[src/rtl/i2c_seq_pkg.sv]
package i2c_seq_pkg;

  typedef enum logic [2:0] {
    CMD_NONE      = 3'd0,
    CMD_START     = 3'd1,
    CMD_RSTART    = 3'd2,
    CMD_WRITE     = 3'd3,
    CMD_READ_ACK  = 3'd4,
    CMD_READ_NACK = 3'd5,
    CMD_STOP      = 3'd6
  } cmd_e;

  typedef enum logic [3:0] {
    ST_NONE        = 4'd0,
    ST_START_DONE  = 4'd1,
    ST_RSTART_DONE = 4'd2,
    ST_AW_ACK      = 4'd3,
    ST_AW_NACK     = 4'd4,
    ST_DW_ACK      = 4'd5,
    ST_DW_NACK     = 4'd6,
    ST_ARB_LOST    = 4'd7,
    ST_AR_ACK      = 4'd8,
    ST_AR_NACK     = 4'd9,
    ST_DR_ACK      = 4'd10,
    ST_DR_NACK     = 4'd11,
    ST_BUS_ERR     = 4'd12,
    ST_BAD_LEN     = 4'd15
  } stat_e;

  // a message must hold at least the address entry and fit the buffer
  function automatic logic len_in_range(int unsigned len, int unsigned depth);
    return (len != 0) && (len <= depth);
  endfunction

  // the read that fills entry idx is acknowledged unless idx is the last entry
  function automatic logic read_wants_ack(int unsigned idx, int unsigned len);
    return (idx + 1) < len;
  endfunction

endpackage

[src/rtl/msg_buf.sv]
module msg_buf #(
  parameter int DEPTH = 16,
  parameter int DW    = 8,
  localparam int AW   = $clog2(DEPTH)
) (
  input  logic          clk,
  input  logic          rst_n,
  input  logic          host_we,
  input  logic [AW-1:0] host_addr,
  input  logic [DW-1:0] host_wdata,
  output logic [DW-1:0] host_rdata,
  input  logic          seq_we,
  input  logic [AW-1:0] seq_widx,
  input  logic [DW-1:0] seq_wdata,
  input  logic [AW-1:0] seq_ridx,
  output logic [DW-1:0] seq_rdata
);

  logic [DW-1:0] entry [DEPTH];

  for (genvar g = 0; g < DEPTH; g++) begin : g_entry
    always_ff @(posedge clk or negedge rst_n) begin
      if (!rst_n) begin
        entry[g] <= '0;
      end else if (seq_we && seq_widx == AW'(g)) begin
        entry[g] <= seq_wdata;
      end else if (host_we && host_addr == AW'(g)) begin
        entry[g] <= host_wdata;
      end
    end
  end

  assign host_rdata = entry[host_addr];
  assign seq_rdata  = entry[seq_ridx];

endmodule

[src/rtl/cmd_issue.sv]
module cmd_issue
  import i2c_seq_pkg::*;
#(
  parameter int DW = 8
) (
  input  logic          clk,
  input  logic          rst_n,
  input  logic          issue,
  input  cmd_e          cmd_in,
  input  logic [DW-1:0] data_in,
  output logic          valid_o,
  output cmd_e          cmd_o,
  output logic [DW-1:0] data_o
);

  always_ff @(posedge clk or negedge rst_n) begin
    if (!rst_n) begin
      valid_o <= 1'b0;
      cmd_o   <= CMD_NONE;
      data_o  <= '0;
    end else begin
      valid_o <= issue;
      if (issue) begin
        cmd_o  <= cmd_in;
        data_o <= data_in;
      end
    end
  end

endmodule

[src/rtl/seq_ctrl.sv]
module seq_ctrl
  import i2c_seq_pkg::*;
#(
  parameter int DEPTH   = 16,
  localparam int AW     = $clog2(DEPTH),
  localparam int LEN_W  = $clog2(DEPTH + 1)
) (
  input  logic             clk,
  input  logic             rst_n,
  input  logic             go,
  input  logic [LEN_W-1:0] msg_len,
  input  logic             stat_valid,
  input  logic [3:0]       stat,
  output logic [AW-1:0]    rd_idx,
  output logic             wr_en,
  output logic [AW-1:0]    wr_idx,
  output logic             issue,
  output cmd_e             issue_cmd,
  output logic             busy,
  output logic             done_ok,
  output logic [3:0]       err_code,
  output logic             ev_accept,
  output logic             ev_reject,
  output logic             ev_retry,
  output logic             ev_finish
);

  logic [LEN_W-1:0] ptr, ptr_n, len_q, len_n;
  logic             busy_n, ok_n;
  logic [3:0]       err_n;
  logic [LEN_W-1:0] ptr_inc;

  assign ptr_inc = ptr + LEN_W'(1);
  assign wr_idx  = ptr[AW-1:0];

  always_comb begin
    ptr_n     = ptr;
    len_n     = len_q;
    busy_n    = busy;
    ok_n      = done_ok;
    err_n     = err_code;
    issue     = 1'b0;
    issue_cmd = CMD_NONE;
    rd_idx    = ptr[AW-1:0];
    wr_en     = 1'b0;
    ev_accept = 1'b0;
    ev_reject = 1'b0;
    ev_retry  = 1'b0;
    ev_finish = 1'b0;
    if (!busy) begin
      if (go) begin
        ok_n = 1'b0;
        if (len_in_range(32'(msg_len), DEPTH)) begin
          busy_n    = 1'b1;
          err_n     = ST_NONE;
          len_n     = msg_len;
          ptr_n     = '0;
          issue     = 1'b1;
          issue_cmd = CMD_START;
          ev_accept = 1'b1;
        end else begin
          err_n     = ST_BAD_LEN;
          ev_reject = 1'b1;
        end
      end
    end else if (stat_valid) begin
      case (stat)
        ST_START_DONE, ST_RSTART_DONE: begin
          rd_idx    = '0;
          issue     = 1'b1;
          issue_cmd = CMD_WRITE;
          ptr_n     = LEN_W'(1);
        end
        ST_AW_ACK, ST_DW_ACK: begin
          issue = 1'b1;
          if (ptr < len_q) begin
            issue_cmd = CMD_WRITE;
            ptr_n     = ptr_inc;
          end else begin
            issue_cmd = CMD_STOP;
            busy_n    = 1'b0;
            ok_n      = 1'b1;
            ev_finish = 1'b1;
          end
        end
        ST_AR_ACK: begin
          issue = 1'b1;
          if (ptr < len_q) begin
            issue_cmd = read_wants_ack(32'(ptr), 32'(len_q)) ? CMD_READ_ACK : CMD_READ_NACK;
          end else begin
            issue_cmd = CMD_STOP;
            busy_n    = 1'b0;
            ok_n      = 1'b1;
            ev_finish = 1'b1;
          end
        end
        ST_DR_ACK: begin
          wr_en     = 1'b1;
          ptr_n     = ptr_inc;
          issue     = 1'b1;
          issue_cmd = read_wants_ack(32'(ptr_inc), 32'(len_q)) ? CMD_READ_ACK : CMD_READ_NACK;
        end
        ST_DR_NACK: begin
          wr_en     = 1'b1;
          issue     = 1'b1;
          issue_cmd = CMD_STOP;
          busy_n    = 1'b0;
          ok_n      = 1'b1;
          ev_finish = 1'b1;
        end
        ST_ARB_LOST: begin
          issue     = 1'b1;
          issue_cmd = CMD_RSTART;
          ev_retry  = 1'b1;
        end
        default: begin
          issue     = 1'b1;
          issue_cmd = CMD_STOP;
          busy_n    = 1'b0;
          ok_n      = 1'b0;
          err_n     = stat;
          ev_finish = 1'b1;
        end
      endcase
    end
  end

  always_ff @(posedge clk or negedge rst_n) begin
    if (!rst_n) begin
      ptr      <= '0;
      len_q    <= '0;
      busy     <= 1'b0;
      done_ok  <= 1'b0;
      err_code <= ST_NONE;
    end else begin
      ptr      <= ptr_n;
      len_q    <= len_n;
      busy     <= busy_n;
      done_ok  <= ok_n;
      err_code <= err_n;
    end
  end

endmodule

[src/rtl/i2c_msg_sequencer.sv]
module i2c_msg_sequencer
  import i2c_seq_pkg::*;
#(
  parameter int DEPTH  = 16,
  parameter int DW     = 8,
  localparam int AW    = $clog2(DEPTH),
  localparam int LEN_W = $clog2(DEPTH + 1)
) (
  input  logic             clk,
  input  logic             rst_n,
  input  logic             host_we,
  input  logic [AW-1:0]    host_addr,
  input  logic [DW-1:0]    host_wdata,
  output logic [DW-1:0]    host_rdata,
  input  logic [LEN_W-1:0] msg_len,
  input  logic             go,
  output logic             busy,
  output logic             done_ok,
  output logic [3:0]       err_code,
  output logic             eng_cmd_valid,
  output logic [2:0]       eng_cmd,
  output logic [DW-1:0]    eng_wdata,
  input  logic             eng_stat_valid,
  input  logic [3:0]       eng_stat,
  input  logic [DW-1:0]    eng_rdata
);

  logic [AW-1:0] rd_idx, wr_idx;
  logic          wr_en, issue;
  cmd_e          issue_cmd, cmd_q;
  logic [DW-1:0] seq_rdata;
  logic          ev_accept, ev_reject, ev_retry, ev_finish;

  msg_buf #(.DEPTH(DEPTH), .DW(DW)) u_buf (
    .clk        (clk),
    .rst_n      (rst_n),
    .host_we    (host_we && !busy),
    .host_addr  (host_addr),
    .host_wdata (host_wdata),
    .host_rdata (host_rdata),
    .seq_we     (wr_en),
    .seq_widx   (wr_idx),
    .seq_wdata  (eng_rdata),
    .seq_ridx   (rd_idx),
    .seq_rdata  (seq_rdata)
  );

  seq_ctrl #(.DEPTH(DEPTH)) u_ctrl (
    .clk        (clk),
    .rst_n      (rst_n),
    .go         (go),
    .msg_len    (msg_len),
    .stat_valid (eng_stat_valid),
    .stat       (eng_stat),
    .rd_idx     (rd_idx),
    .wr_en      (wr_en),
    .wr_idx     (wr_idx),
    .issue      (issue),
    .issue_cmd  (issue_cmd),
    .busy       (busy),
    .done_ok    (done_ok),
    .err_code   (err_code),
    .ev_accept  (ev_accept),
    .ev_reject  (ev_reject),
    .ev_retry   (ev_retry),
    .ev_finish  (ev_finish)
  );

  cmd_issue #(.DW(DW)) u_cmd (
    .clk     (clk),
    .rst_n   (rst_n),
    .issue   (issue),
    .cmd_in  (issue_cmd),
    .data_in (seq_rdata),
    .valid_o (eng_cmd_valid),
    .cmd_o   (cmd_q),
    .data_o  (eng_wdata)
  );

  assign eng_cmd = cmd_q;

endmodule

[config.mk]
export PLATFORM = sky130hd
export DESIGN_NAME = i2c_msg_sequencer
export DESIGN_NICKNAME = d
export VERILOG_FILES = /design/src/rtl/i2c_seq_pkg.sv /design/src/rtl/msg_buf.sv /design/src/rtl/cmd_issue.sv /design/src/rtl/seq_ctrl.sv /design/src/rtl/i2c_msg_sequencer.sv
export SDC_FILE = /design/constraint.sdc
export NUM_CORES = 1
export LEC_CHECK = 0
export BUFFER_PORTS_ARGS = -buffer_cell sky130_fd_sc_hd__buf_2
export CAP_MARGIN = 5
export CELL_PAD_IN_SITES_DETAIL_PLACEMENT = 1
export CELL_PAD_IN_SITES_GLOBAL_PLACEMENT = 1
export CORE_ASPECT_RATIO = 1.25
export CORE_MARGIN = 5
export CORE_UTILIZATION = 25
export CTS_CLUSTER_SIZE = 40
export DETAILED_ROUTE_END_ITERATION = 8
export GPL_TIMING_DRIVEN = 1
export PLACE_DENSITY = 0.56
export SETUP_SLACK_MARGIN = 0.3
export SYNTH_ARGS = -nofsm -noshare
export SYNTH_HDL_FRONTEND = slang
export SYNTH_SLANG_ARGS = --single-unit
[constraint.sdc]
create_clock -name clk -period 2.9 [get_ports clk]
set_input_delay 0.58 -clock clk [delete_from_list [all_inputs] [get_ports clk]]
set_output_delay 0.58 -clock clk [all_outputs]
set_load 0.01 [all_outputs]
==> metrics.sh <==
PLACE_CONGESTION=0.873
PLACE.DETAILED.INSTANCES=1554
CTS.HTREE.LEVELS=4
DIE_WIDTH_UM=186
FINALSETUPVIOLATIONS=0
WL_PER_CELL_UM=25.2
FINALMAXSLEWVIOLATIONS=0
LAYOUT-AREA-OVERHEAD-VS-SYNTH_PCT=20.6
DETAILEDROUTE.FIRSTPASSITERATIONCOUNT=5
NETLIST_INSTANCES=1029
AREA_OF_THE_DIE_SQ_UM=43000
DESIGN.PORTCOUNT=60
PATH_MAX_FANOUT=3
YOSYS_WARNINGS=0
REGISTER_BIT_COUNT_REPORTED_BY_YOSYS=156
CTS_HOLD_BUF=0
FLOORPLAN.INITIALDENSITY=0.254
LARGEST_NET_DEGREE_AT_THE_START_OF_GLOBAL_ROUTING=70
POST-ROUTE-MIN-PERIOD_NS=2.69
FIRST_PASS_GRT_WIRE_LENGTH_UM=61100
GRT.OVERFLOW.TOTAL=0
FLOORPLAN.ROWS=80
CORE_AREA_SQ_UM=38300
TIGHTEST_HOLD_CHECK_TYPE='primary input to asynchronous set/reset pin'
FIN_TNS_SETUP_NS=0
CAP_VIOL_MAX_COUNT=0
AVGSYNTHCELLAREA_SQ_UM=9.46
DIE_Y_UM=231
SETUP.WORST_PATH.START_CLASS='flip-flop'
GRT_PASS1_VIAS=9327
DRTITER0DRC=626
POST_SYNTH_NUM_CELL_TYPES=65
CTS-BUFFERS-INSERTED=17
NETLIST_TOP_CELLS_COUNT='271 x sky130_fd_sc_hd__nand2_1, 156 x sky130_fd_sc_hd__dfrtp_1, 129 x sky130_fd_sc_hd__a22oi_1, 63 x sky130_fd_sc_hd__nor2_1, 51 x sky130_fd_sc_hd__mux4_2'
NUM_VIAS=8762
IRDROPWORSTVDD_mV=0.364
MAX_SLEW_MARGIN=0.540
TIMING.CLOCK.SKEW_NS=0.0112
SYNTH.CELL_AREA_SQ_UM=9730
CRIT_REQUIRED_NS=2.32
WORST-SETUP-PATH-TYPE='flip-flop to primary output'
SYNTH_TOP_AREA_FRAC=0.401
FINAL_DESIGN_AREA_NO_FILL_SQ_UM=11700
UNREPAIRED_SETUP_ENDPOINTS_AFTER_GLOBAL_ROUTING='true'
VIASPERCELL=5.45
ANTENNA_VIOLATING_NETS_POST_ROUTE=0
YOSYS_MOST_USED_DFF='sky130_fd_sc_hd__dfrtp_1'
NUMBER_OF_ANTENNA_VIOLATIONS_AT_THE_FIRST_CHECK_IN_GLOBAL_ROUTING=1
MOST_FREQUENTLY_USED_CELL_TYPE_IN_THE_POST_SYNTHESIS_NETLIST='sky130_fd_sc_hd__nand2_1'
INSERTION_DELAY_NS=0.46
STATUS='completed'
TOTAL_WIRELENGTH_UM=40500
PLACEMENT.IO_BUFFERS=59
FINALCRITPERIODSHARE=0.928
NUMCLOCKSINKS=156
SYN_NETS=1080
SYNTH-ASYNC-RESET-RATIO=1.00
POSTLAYOUTCOREUTIL=0.306
HOLD_VIOL=0
GR-USAGE-ALL-LAYERS=0.188
TIMING.CRITICAL_PATH.TO_TYPE='primary output'
SYNTH.YOSYS.SEQ_AREA_SHARE=0.401
LAYOUT-DRIVE-GT1-SHARE=0.246
LAYOUT.FILLER_CELLS=4380
SETUP_SLACK_NS=0.210
NNETSFINAL=1155
ANTENNA_CELLS=0
ACHIEVABLE-FREQUENCY_MHz=372
POST-SYNTH-TOP-AREA-CELL='sky130_fd_sc_hd__dfrtp_1'
CLK_PIN_SLEW_NS=0.07
CTS_ROOT_BUF='sky130_fd_sc_hd__clkbuf_16'
DP_SLACK_NS=0.129
CTS_MAX_PATH_BUFFERS=2
P_PER_AREA_nW_PER_UM2=791
WORST-SLEW-PIN-TRANSITION_NS=0.687
POST_LAYOUT_NONFILLER_INSTANCES=1608
TIMING.CRITICAL_PATH.ARRIVAL_NS=2.11
POWER.LEAKAGE_nW=5.23
DETAILED_PLACE_HPWL_UM=30000
PLACE_AREA_SQ_UM=10800
CTS_TREE='done'
SYNTH_EDF_COUNT=0
DETAIL_ROUTE.DRC_VIOLATIONS=0
YOSYS-TOP-CELLS-AREA='sky130_fd_sc_hd__dfrtp_1 40%, sky130_fd_sc_hd__mux4_2 12%, sky130_fd_sc_hd__nand2_1 10%'
cell usage in the layout (no fill, tap or decap), drive strengths merged, types with 13 or more instances in the layout:
master	n
mux2i	21
mux2	13
buf	135
a31oi	15
nand2b	14
ha	17
dfrtp	156
clkbuf	21
a21oi	21
inv	18
nor2	78
nand2	273
o21ai	32
a22oi	129
mux4	51
layout make-up:
cell class / instances / area, sq um / share of cell area
inverters: 18 / 67.6 / 0.00576
clock buffers: 21 / 470 / 0.0401
multi-input cells: 776 / 5420 / 0.462
clock inverters: 10 / 164 / 0.0140
well taps: 492 / 616 / 0.0525
repair buffers: 135 / 1070 / 0.0909
flip-flops and latches: 156 / 3930 / 0.335
flip-flops by register name, summed over array words and instances (netlist names):
| register | flops |
|---|---|
| u_ctrl.busy | 1 |
| u_ctrl.err_code | 4 |
| u_cmd.data_o | 8 |
| u_buf.entry | 128 |
| u_cmd.cmd_o | 3 |
| u_ctrl.len_q | 5 |
| u_ctrl.ptr | 5 |
| u_ctrl.done_ok | 1 |
| u_cmd.valid_o | 1 |
final timing paths:
path | start | endpoint | slack, ns | cells past startpoint
worst max register to register | u_ctrl.ptr[0] | u_cmd.cmd_o[0] | 0.40 | 11
max in group asynchronous | rst_n | u_ctrl.ptr[2] | 2.03 | 2
min in group clk | msg_len[3] | u_ctrl.len_q[3] | 0.36 | 2
worst min register to register | u_ctrl.err_code[3] | u_ctrl.err_code[3] | 0.48 | 2
worst max-delay path | u_buf.entry[24] | host_rdata[0] | 0.21 | 3
worst min-delay path | rst_n | u_buf.entry[16] | 0.07 | 1
per-layer routing:
layer / wire, um / vias to the layer above / share of wire / GRT usage
li1: - / 3882 / - / -
met1: 15800 / 4541 / 0.39 / 0.217
met2: 21000 / 250 / 0.52 / 0.332
met3: 1710 / 87 / 0.042 / 0.0351
met4: 2030 / 2 / 0.050 / 0.0952
met5: 9 / - / 0.00022 / 0
timing repair:
| action | CTS | global route |
|---|---|---|
| buffers inserted | 18 | 3 |
| setup endpoints to repair | 8 | 9 |
| pin swaps | 0 | 0 |
| resized for setup | 34 | 5 |
| gates cloned | 2 | 0 |
worst max-delay path, stage by stage (launching register included):
cell and delay (ns):
sky130_fd_sc_hd__dfrtp_2 0.45, sky130_fd_sc_hd__mux4_2 0.47, sky130_fd_sc_hd__mux4_2 0.57, sky130_fd_sc_hd__buf_6 0.16
through the flow:
stage | hold WS, ns | total power [W]
2_1_floorplan | 0.284 | 0.00526
3_3_place_gp | 0.461 | 0.00651
3_5_place_dp | 0.471 | 0.00658
4_1_cts | 0.0661 | 0.00934
5_1_grt | 0.0875 | 0.00977
6_report | 0.0677 | 0.00928
logic make-up after synthesis:
logic type	share of synthesized area
AO/OA/AOI/OAI	0.178
adder cells (fa/ha/maj)	0.0219
flip-flops	0.401
AND/OR/NAND/NOR	0.193
buffers and inverters	0.0429
XOR/XNOR	0.00900
multiplexers	0.155
power by group:
| part | total [W] | switching [W] | internal [W] |
|---|---|---|---|
| Combinational | 0.00297 | 0.00155 | 0.00142 |
| Sequential | 0.00381 | 0.000886 | 0.00292 |
| Clock | 0.00250 | 0.000992 | 0.00151 |
| Total | 0.00928 | 0.00343 | 0.00585 |
(Power assumes the default switching activity.)
